[src/rtl/wdg_pkg.sv]
package wdg_pkg;
  localparam int ADDR_W = 8;
  localparam int DATA_W = 32;

  localparam logic [ADDR_W-1:0] OFS_STAT  = 8'h00;
  localparam logic [ADDR_W-1:0] OFS_CTRL  = 8'h20;
  localparam logic [ADDR_W-1:0] OFS_LOAD  = 8'h24;
  localparam logic [ADDR_W-1:0] OFS_CAUSE = 8'h38;

  localparam int BIT_EN    = 7;
  localparam int BIT_KICK  = 9;
  localparam int PRESC_LSB = 16;
  localparam int BIT_CAUSE = 1;
endpackage

[src/rtl/wdg_rst_sync.sv]
module wdg_rst_sync #(
  parameter int STAGES = 2
) (
  input  logic clk,
  input  logic arst_n,
  output logic srst_n
);
  logic [STAGES-1:0] sh_q;

  always_ff @(posedge clk or negedge arst_n) begin
    if (!arst_n) sh_q <= '0;
    else         sh_q <= {sh_q[STAGES-2:0], 1'b1};
  end

  assign srst_n = sh_q[STAGES-1];
endmodule

[src/rtl/wdg_regs.sv]
module wdg_regs
  import wdg_pkg::*;
#(
  parameter int PRESC_W = 16,
  parameter int CNT_W   = 16
) (
  input  logic               clk,
  input  logic               rst_n,
  input  logic [ADDR_W-1:0]  addr_i,
  input  logic               we_i,
  input  logic [DATA_W-1:0]  wdata_i,
  input  logic               cause_i,
  output logic [DATA_W-1:0]  rdata_o,
  output logic               en_o,
  output logic [PRESC_W-1:0] presc_o,
  output logic [CNT_W-1:0]   load_o,
  output logic               kick_o,
  output logic               en_rise_o,
  output logic               en_drop_o
);
  logic               ctrl_wr, load_wr, stat_wr;
  logic               en_q, en_d;
  logic [PRESC_W-1:0] presc_q, presc_d;
  logic [CNT_W-1:0]   load_q, load_d;

  assign ctrl_wr = we_i && (addr_i == OFS_CTRL);
  assign load_wr = we_i && (addr_i == OFS_LOAD);
  assign stat_wr = we_i && (addr_i == OFS_STAT);

  always_comb begin
    en_d    = en_q;
    presc_d = presc_q;
    load_d  = load_q;
    if (ctrl_wr) begin
      en_d    = wdata_i[BIT_EN];
      presc_d = wdata_i[PRESC_LSB +: PRESC_W];
    end
    if (load_wr) load_d = wdata_i[CNT_W-1:0];
  end

  always_ff @(posedge clk or negedge rst_n) begin
    if (!rst_n) begin
      en_q    <= 1'b0;
      presc_q <= '0;
      load_q  <= '0;
    end else begin
      if (ctrl_wr) begin
        en_q    <= en_d;
        presc_q <= presc_d;
      end
      if (load_wr) load_q <= load_d;
    end
  end

  assign kick_o    = stat_wr && wdata_i[BIT_KICK];
  assign en_rise_o = ctrl_wr && wdata_i[BIT_EN] && !en_q;
  assign en_drop_o = ctrl_wr && !wdata_i[BIT_EN];
  assign en_o      = en_q;
  assign presc_o   = presc_q;
  assign load_o    = load_q;

  always_comb begin
    rdata_o = '0;
    unique case (addr_i)
      OFS_CTRL: begin
        rdata_o[PRESC_LSB +: PRESC_W] = presc_q;
        rdata_o[BIT_EN]               = en_q;
      end
      OFS_LOAD:  rdata_o[CNT_W-1:0] = load_q;
      OFS_CAUSE: rdata_o[BIT_CAUSE] = cause_i;
      default:   rdata_o = '0;
    endcase
  end


  ctrl_update_chk: assert property (@(posedge clk) disable iff (!rst_n)
    ctrl_wr |=> (en_q == $past(wdata_i[BIT_EN])));

  load_update_chk: assert property (@(posedge clk) disable iff (!rst_n)
    load_wr |=> (load_q == $past(wdata_i[CNT_W-1:0])));
endmodule

[src/rtl/wdg_prescaler.sv]
module wdg_prescaler #(
  parameter int PRESC_W = 16
) (
  input  logic               clk,
  input  logic               rst_n,
  input  logic               run_i,
  input  logic               reload_i,
  input  logic               us_pulse_i,
  input  logic [PRESC_W-1:0] presc_i,
  output logic               tick_o
);
  logic [PRESC_W-1:0] pcnt_q, pcnt_d;
  logic [PRESC_W-1:0] presc_eff;
  logic               step, hit;

  assign presc_eff = (presc_i == '0) ? PRESC_W'(1) : presc_i;
  assign step      = run_i && us_pulse_i;
  assign hit       = step && (pcnt_q >= presc_eff - PRESC_W'(1));

  always_comb begin
    pcnt_d = pcnt_q;
    if (reload_i)  pcnt_d = '0;
    else if (step) pcnt_d = hit ? '0 : pcnt_q + PRESC_W'(1);
  end

  always_ff @(posedge clk or negedge rst_n) begin
    if (!rst_n)                pcnt_q <= '0;
    else if (reload_i || step) pcnt_q <= pcnt_d;
  end

  assign tick_o = hit && !reload_i;


  presc_reload_chk: assert property (@(posedge clk) disable iff (!rst_n)
    reload_i |=> (pcnt_q == '0));

  presc_hold_chk: assert property (@(posedge clk) disable iff (!rst_n)
    (!run_i && !reload_i) |=> $stable(pcnt_q));
endmodule

[src/rtl/wdg_downcount.sv]
module wdg_downcount #(
  parameter int CNT_W = 16
) (
  input  logic             clk,
  input  logic             rst_n,
  input  logic             run_i,
  input  logic             en_i,
  input  logic             reload_i,
  input  logic             tick_i,
  input  logic [CNT_W-1:0] load_i,
  output logic             rst_req_o
);
  logic [CNT_W-1:0] cnt_q, cnt_d;
  logic             done_q, done_d;
  logic             exp_q, exp_d;

  always_comb begin
    cnt_d  = cnt_q;
    done_d = done_q;
    exp_d  = 1'b0;
    if (reload_i) begin
      cnt_d  = load_i;
      done_d = 1'b0;
    end else if (tick_i && run_i && !done_q) begin
      if (cnt_q <= CNT_W'(1)) begin
        cnt_d  = '0;
        done_d = 1'b1;
        exp_d  = 1'b1;
      end else begin
        cnt_d = cnt_q - CNT_W'(1);
      end
    end
  end

  always_ff @(posedge clk or negedge rst_n) begin
    if (!rst_n) begin
      cnt_q  <= '0;
      done_q <= 1'b0;
      exp_q  <= 1'b0;
    end else begin
      cnt_q  <= cnt_d;
      done_q <= done_d;
      exp_q  <= exp_d;
    end
  end

  assign rst_req_o = exp_q;


  req_single_chk: assert property (@(posedge clk) disable iff (!rst_n)
    rst_req_o |=> !rst_req_o);

  req_enabled_chk: assert property (@(posedge clk) disable iff (!rst_n)
    rst_req_o |-> $past(en_i));

  cnt_reload_chk: assert property (@(posedge clk) disable iff (!rst_n)
    reload_i |=> (cnt_q == $past(load_i)));

  cnt_hold_chk: assert property (@(posedge clk) disable iff (!rst_n)
    (!reload_i && !tick_i) |=> $stable(cnt_q));
endmodule

[src/rtl/wdg_prescaled_timer.sv]
module wdg_prescaled_timer
  import wdg_pkg::*;
#(
  parameter int PRESC_W     = 16,
  parameter int CNT_W       = 16,
  parameter int SYNC_STAGES = 2
) (
  input  logic              clk,
  input  logic              por_n,
  input  logic              sys_rst_n,
  input  logic              us_pulse,
  input  logic [ADDR_W-1:0] bus_addr,
  input  logic              bus_we,
  input  logic [DATA_W-1:0] bus_wdata,
  output logic [DATA_W-1:0] bus_rdata,
  output logic              rst_req
);
  logic               core_arst_n, core_rst_n, por_sync_n;
  logic               en, kick, en_rise, en_drop, run, reload, tick;
  logic [PRESC_W-1:0] presc;
  logic [CNT_W-1:0]   load;
  logic               cause_q;

  assign core_arst_n = por_n & sys_rst_n;

  wdg_rst_sync #(.STAGES(SYNC_STAGES)) u_core_sync (
    .clk(clk), .arst_n(core_arst_n), .srst_n(core_rst_n));
  wdg_rst_sync #(.STAGES(SYNC_STAGES)) u_por_sync (
    .clk(clk), .arst_n(por_n), .srst_n(por_sync_n));

  wdg_regs #(.PRESC_W(PRESC_W), .CNT_W(CNT_W)) u_regs (
    .clk(clk), .rst_n(core_rst_n),
    .addr_i(bus_addr), .we_i(bus_we), .wdata_i(bus_wdata),
    .cause_i(cause_q), .rdata_o(bus_rdata),
    .en_o(en), .presc_o(presc), .load_o(load),
    .kick_o(kick), .en_rise_o(en_rise), .en_drop_o(en_drop));

  assign run    = en && !en_drop;
  assign reload = kick || en_rise;

  wdg_prescaler #(.PRESC_W(PRESC_W)) u_presc (
    .clk(clk), .rst_n(core_rst_n), .run_i(run), .reload_i(reload),
    .us_pulse_i(us_pulse), .presc_i(presc), .tick_o(tick));

  wdg_downcount #(.CNT_W(CNT_W)) u_cnt (
    .clk(clk), .rst_n(core_rst_n), .run_i(run), .en_i(en),
    .reload_i(reload), .tick_i(tick), .load_i(load), .rst_req_o(rst_req));

  always_ff @(posedge clk or negedge por_sync_n) begin
    if (!por_sync_n)  cause_q <= 1'b0;
    else if (rst_req) cause_q <= 1'b1;
  end


  cause_sticky_chk: assert property (@(posedge clk) disable iff (!por_sync_n)
    cause_q |=> cause_q);

  cause_set_chk: assert property (@(posedge clk) disable iff (!por_sync_n)
    rst_req |=> cause_q);
endmodule

[config.mk]
export PLATFORM = sky130hd
export DESIGN_NAME = wdg_prescaled_timer
export DESIGN_NICKNAME = d
export VERILOG_FILES = /design/src/rtl/wdg_pkg.sv /design/src/rtl/wdg_rst_sync.sv /design/src/rtl/wdg_regs.sv /design/src/rtl/wdg_prescaler.sv /design/src/rtl/wdg_downcount.sv /design/src/rtl/wdg_prescaled_timer.sv
export SDC_FILE = /design/constraint.sdc
export NUM_CORES = 1
export LEC_CHECK = 0
export CORE_MARGIN = 2
export CORE_UTILIZATION = 55
export CTS_CLUSTER_SIZE = 30
export DETAILED_ROUTE_END_ITERATION = 10
export GPL_TIMING_DRIVEN = 0
export MAX_ROUTING_LAYER = met4
export PLACE_DENSITY = 0.83
export SLEW_MARGIN = 20
export SYNTH_ARGS = -nofsm -noshare
export SYNTH_HDL_FRONTEND = slang
export SYNTH_SLANG_ARGS = --single-unit
[constraint.sdc]
create_clock -name clk -period 3.8 [get_ports clk]
set_clock_uncertainty 0.05 [all_clocks]
set_input_delay 0.76 -clock clk [delete_from_list [all_inputs] [get_ports clk]]
set_output_delay 0.76 -clock clk [all_outputs]
set_load 0.01 [all_outputs]
== Word level (Yosys, flattened, before mapping) ==
Cells that the tools add are included.
Word-level totals
  bits in registers: 72
  input bits: 45
Cells by class
  $add $sub $neg: 3
  bitwise logic cells: 1
  muxes and demuxes: 19
  equal/unequal tests: 3
  magnitude comparators: 2
  reductions and logical operators: 27
Operators by type and width (count)
  $mux W16: 8
  $sub A16 B1 Y16 const B: 2
  $eq A8 B6 Y1 const B: 3
  $add A16 B1 Y16 const B: 1
  $ge A16 B16 Y1: 1
  $le A16 B1 Y1 const B: 1
  $logic_not A16 Y1: 1
  $logic_and A1 B1 Y1: 13
  $logic_not A8 Y1: 1
  $mux W8: 1
  $mux W1: 7
  $reduce_bool A2 Y1: 3
  $logic_not A1 Y1: 5
  $mux W5: 1
  $pmux W1 S2: 2
  $reduce_and A2 Y1: 2
  $logic_or A1 B1 Y1: 2
  $and A1 B1 Y1: 1

== Longest topological paths before layout ==
  depth after elaboration: 12
  mapped depth: 19
  depth with buffers taken out: 17

== By module ==
From an unflattened synthesis, not the netlist that was laid out.
Unflattened totals
  cell total of the unflattened synthesis: 471
  area, all modules: 4549.4 um2
Modules (own cells, without submodules)
  wdg_prescaler: instances 1, area each 1637.8 um2, cells each 207, seq. area each 400.4 um2
  wdg_regs: instances 1, area each 1614.0 um2, cells each 122, seq. area each 825.8 um2
  wdg_downcount: instances 1, area each 1139.8 um2, cells each 131, seq. area each 450.4 um2
  wdg_rst_sync: instances 2, area each 53.8 um2, cells each 3, seq. area each 50.0 um2
  wdg_prescaled_timer: instances 1, area each 50.0 um2, cells each 5, seq. area each 25.0 um2

== Least setup slack after synthesis ==
OpenSTA, ideal clock, no wires.
  path type: reg2reg
  from: reg u_regs.presc_q[4] (netlist: u_regs.presc_o[4])
  to: reg u_cnt.cnt_q[8]
  data arrival time: 3.770 ns
  setup slack: -0.150 ns
  required time: 3.620 ns
  cell stages (with the launch flop): 19
  period minus slack after synthesis: 3.950 ns
  path through: dfrtp_1 -> nor4_1 -> nand2b_1 -> nor3_1 -> and2_1 -> nor2_1 -> ha_1 -> nand2_1 -> nor3_1 -> xnor2_1 -> ha_1 -> and2_0 -> a221o_1 -> a221oi_2 -> o21ai_0 -> clkbuf_1 -> clkbuf_1 -> a41oi_1 -> a21oi_1
On the way
  word-level cells in the longest chain between the ends: 9
Ends and longest elaborated chain
  start, declared: line wdg_regs.sv:23  | logic [PRESC_W-1:0] presc_q, presc_d;
  start signal, assigned: line wdg_regs.sv:49  | presc_q <= presc_d;
  $logic_not A16 Y1: line wdg_prescaler.sv:16  | assign presc_eff = (presc_i == '0) ? PRESC_W'(1) : presc_i;
  $mux W16 *: line wdg_prescaler.sv:16
  $sub A16 B1 Y16 *: line wdg_prescaler.sv:18  | assign hit = step && (pcnt_q >= presc_eff - PRESC_W'(1));
  $ge A16 B16 Y1 *: line wdg_prescaler.sv:18
  $logic_and A1 B1 Y1 *: line wdg_prescaler.sv:18
  $logic_and A1 B1 Y1 *: line wdg_prescaler.sv:31  | assign tick_o = hit && !reload_i;
  $logic_and A1 B1 Y1 * (2 in series): line wdg_downcount.sv:24  | end else if (tick_i && run_i && !done_q) begin
  $reduce_bool A2 Y1 (no line) *
  end signal, assigned: line wdg_downcount.sv:41  | cnt_q <= cnt_d;
  end, declared: line wdg_downcount.sv:13  | logic [CNT_W-1:0] cnt_q, cnt_d;
Every way passes the cells marked *; elsewhere a longest branch is shown, timed or not.
A chain may end at the register's enable or synchronous reset.

== Worst setup path after layout ==
  from: reg u_regs.presc_q[6] (netlist: u_regs.presc_o[6])
  to: reg u_cnt.cnt_q[10]
The elaborated chain is that of the path after synthesis.

==> metrics.md <==
| Metric | Value |
|---|---|
| Status | finished with violations |
| Failing checks | negative setup slack |
| Vias in the first global route | 4,376 |
| Crit path capture type | register |
| Clk root buf | clkbuf_8 |
| Starting density of the core | 0.5748 |
| # rows | 32 |
| Critical Path RT | 3990 ps |
| Final Hold Viols | 0 |
| PwrDens | 480.6 nW/µm² |
| First-pass GRT wire length | 22,140 µm |
| Post-DP HPWL | 9086 µm |
| Place WS | -665.1 ps |
| Setup ws final | -226.7 ps |
| R2R depth | 18 |
| Mean Syn Cell Area | 9.549 µm² |
| Setup violators final | 34 |
| Crit path max fanout | 7 |
| CTS Buf Count | 9 |
| Max Slew Vio Count | 0 |
| Slew margin rel. | 0.5155 |
| Post-Route WL | 14,560 µm |
| DRC | 0 |
| Worst Hold Slack | 203.2 ps |
| Largest net degree at the start of global routing | 42 |
| Final min period | 4027 ps |
| Synthesized area | 4488 µm² |
| Longest Clk Path Bufs | 2 |
| Footprint of the multi-input gates | 2883 µm² |
| Final ANT Viol Nets | 0 |
| Fillers | 452 |
| Final GP Congestion | 0.9599 |
| Port buffer count | 76 |
| Share of cells above drive strength 1 | 0.2721 |
| Unrepaired setup endpoints after global routing | true |
| Die span in x | 94.34 µm |
| Vias/cell | 6.447 |
| Worst path arrival time | 4220 ps |
| Initial antenna violation count | 0 |
| Clk_lat worst skew | 360 ps |
| Critical path type | register to register |
| Die Span Y | 94.34 µm |
| Ys flop type | dfrtp_1 |
| Total track usage | 0.3340 |
| Clock transition at path regs | 80 ps |
| VDD IR max | 0.2921 mV |
| Htree depth | 3 |
| Ys async rst share | 1.000 |
| Max_cap viols | 0 |
| Number of nets in the layout | 659 |
| Vias | 4,519 |
| Fmax | 0.2483 GHz |
| Sequential element share of the synthesized area | 0.4014 |
| Critical path launch point type | register |
| Sequential cell area | 1809 µm² |
| Post-route clock period utilization | 1.060 |
| Area grow syn2layout | 40.98% |
| Synth unique cells | 60 |
| Static leakage | 2.901 nW |
| Num ports | 78 |
| Gate Count Post-Synth | 470 |
| Yosys warnings | 0 |
| CTS tree | done |
| Seq cells post-synth | 72 |
| Post-synth EDFFs | 0 |
| Setup TNS | -5670 ps |
| Hold Path Class | register to asynchronous set/reset pin |
| Die area | 8899 µm² |
| Antenna cells | 0 |
| Core region area | 7807 µm² |
| Final Util | 0.8104 |
| Number of DRC markers in iteration 0 | 631 |
| Worst-margin pin slew | 726.0 ps |
| Detail-routed net length per standard cell | 20.77 µm |
| DRT Pass-1 Iters | 5 |
| Total grt overflow | 0 |
| # clock sinks | 72 |
[kinds of logic (layout without fill, tap and decap cells)]
| family | count (synthesis) | after routing | share of synthesized area |
|---|---|---|---|
| compound gates | 101 | 101 | 0.1533 |
| simple gates | 206 | 206 | 0.2570 |
| xor+xnor | 10 | 10 | 0.01951 |
| buf+inv | 28 | 156 | 0.03206 |
| flops | 72 | 72 | 0.4015 |
| mux | 32 | 32 | 0.08001 |
| fa+ha+maj | 20 | 20 | 0.05576 |
| other cells | 1 | 2 | 0.0008356 |
[area by class of cell]
class / count / area share
clock inverter: 6 / 0.005537
timing repair buffer: 112 / 0.1752
buffer: 19 / 0.03045
multi-input combinational: 371 / 0.4556
clock buffer: 10 / 0.02175
sequential: 72 / 0.2859
tap: 102 / 0.02017
inverter: 9 / 0.005339
[cells in the mapped netlist, types with 7 or more instances]
master,count,area (µm²)
a21oi_1,17,85.08
a31oi_1,21,131.4
and2_1,32,200.2
buf_2,8,40.04
clkbuf_1,7,26.28
dfrtp_1,72,1802
ha_1,20,250.2
inv_1,9,33.78
mux2_2,31,349.1
nand2_1,39,146.4
nand3_1,12,60.06
nand4_1,9,56.30
nor2_1,41,153.9
nor3_1,12,60.06
nor4_1,12,75.07
o21ai_0,21,105.1
o31ai_1,13,97.59
or4_1,12,90.09
[per-layer routing]
layer  share of wire  vias up  global-route usage
li1                -     2003                   -
met1            0.41     2196              0.4315
met2            0.48      276              0.5304
met3           0.084       44             0.05826
met4           0.026        0              0.1256
met5               0        -                   -
[sequential cells by signal (all words and copies together) (netlist names)]
name and count:
cause_q 1, u_cnt.cnt_q 16, u_cnt.done_q 1, u_cnt.rst_req_o 1, u_core_sync.sh_q 2, u_por_sync.sh_q 2
u_presc.pcnt_q 16, u_regs.en_o 1, u_regs.load_o 16, u_regs.presc_o 16
[stage by stage]
| stage | instance area (µm²) | instances | power, mW |
|---|---|---|---|
| floorplan | 4513 | 471 | 1.736 |
| global placement | 5401 | 649 | 1.990 |
| detailed placement | 5436 | 651 | 2.036 |
| CTS | 6163 | 692 | 2.895 |
| global route | 6327 | 701 | 3.175 |
| finish | 6327 | 701 | 3.041 |
[power breakdown]
part,switching (mW),internal [mW],total (mW)
Combinational,0.828,0.635,1.46
Clock,0.310,0.250,0.559
Sequential,0.145,0.874,1.02
Total,1.28,1.76,3.04
[worst max-delay path: stages, from the launching register on]
cell and delay (ps):
dfrtp_1 480, nor4_4 390, nand2b_1 170, nor3_4 170, and2_4 200, nor2_4 50
ha_4 180, nand2_4 90, buf_4 140, nor4_1 60, xnor2_1 150, ha_1 300
and4_2 250, nand4_1 190, o21a_1 280, buf_6 170, buf_4 130, o41ai_2 340
o21ai_1 110
[worst paths after layout]
check	startpoint	to	slack, ps
setup / recovery	u_regs.presc_o[6]$_DFFE_PN0P_	u_cnt.cnt_q[10]$_DFFE_PN0P_	-230
hold / removal	u_core_sync.sh_q[1]$_DFF_PN0_	u_regs.presc_o[2]$_DFFE_PN0P_	200
setup reg to reg	u_regs.presc_o[6]$_DFFE_PN0P_	u_cnt.cnt_q[10]$_DFFE_PN0P_	-230
hold reg to reg	u_core_sync.sh_q[1]$_DFF_PN0_	u_regs.presc_o[2]$_DFFE_PN0P_	200
max in group asynchronous	por_n	u_core_sync.sh_q[1]$_DFF_PN0_	2880
min in group clk	u_por_sync.sh_q[0]$_DFF_PN0_	u_por_sync.sh_q[1]$_DFF_PN0_	310
[cells in the final DEF, fill, tap and decap left out, drive strengths merged, types with 12 or more instances in the layout]
cell type,synthesis,routed
nand2,41,41
dfrtp,72,72
buf,11,45
nor4,14,14
o31ai,13,13
a31oi,22,22
clkbuf,8,19
clkdlybuf4s50,0,65
a21oi,17,17
nand3,12,12
or4,13,13
and2,33,33
mux2,31,31
nor2,42,42
ha,20,20
o21ai,21,21
nor3,14,14
[timing repair]
action / 4_1_cts / 5_1_grt
gates resized for setup: 84 / 23
pin swaps: 39 / 23
hold buffers: 1 / 0
buffers inserted: 22 / 8
endpoints found under the setup margin: 58 / 58
endpoints found under the hold margin: 1 / 0
cloned: 2 / 1
Power figures use the tool's default switching activity.
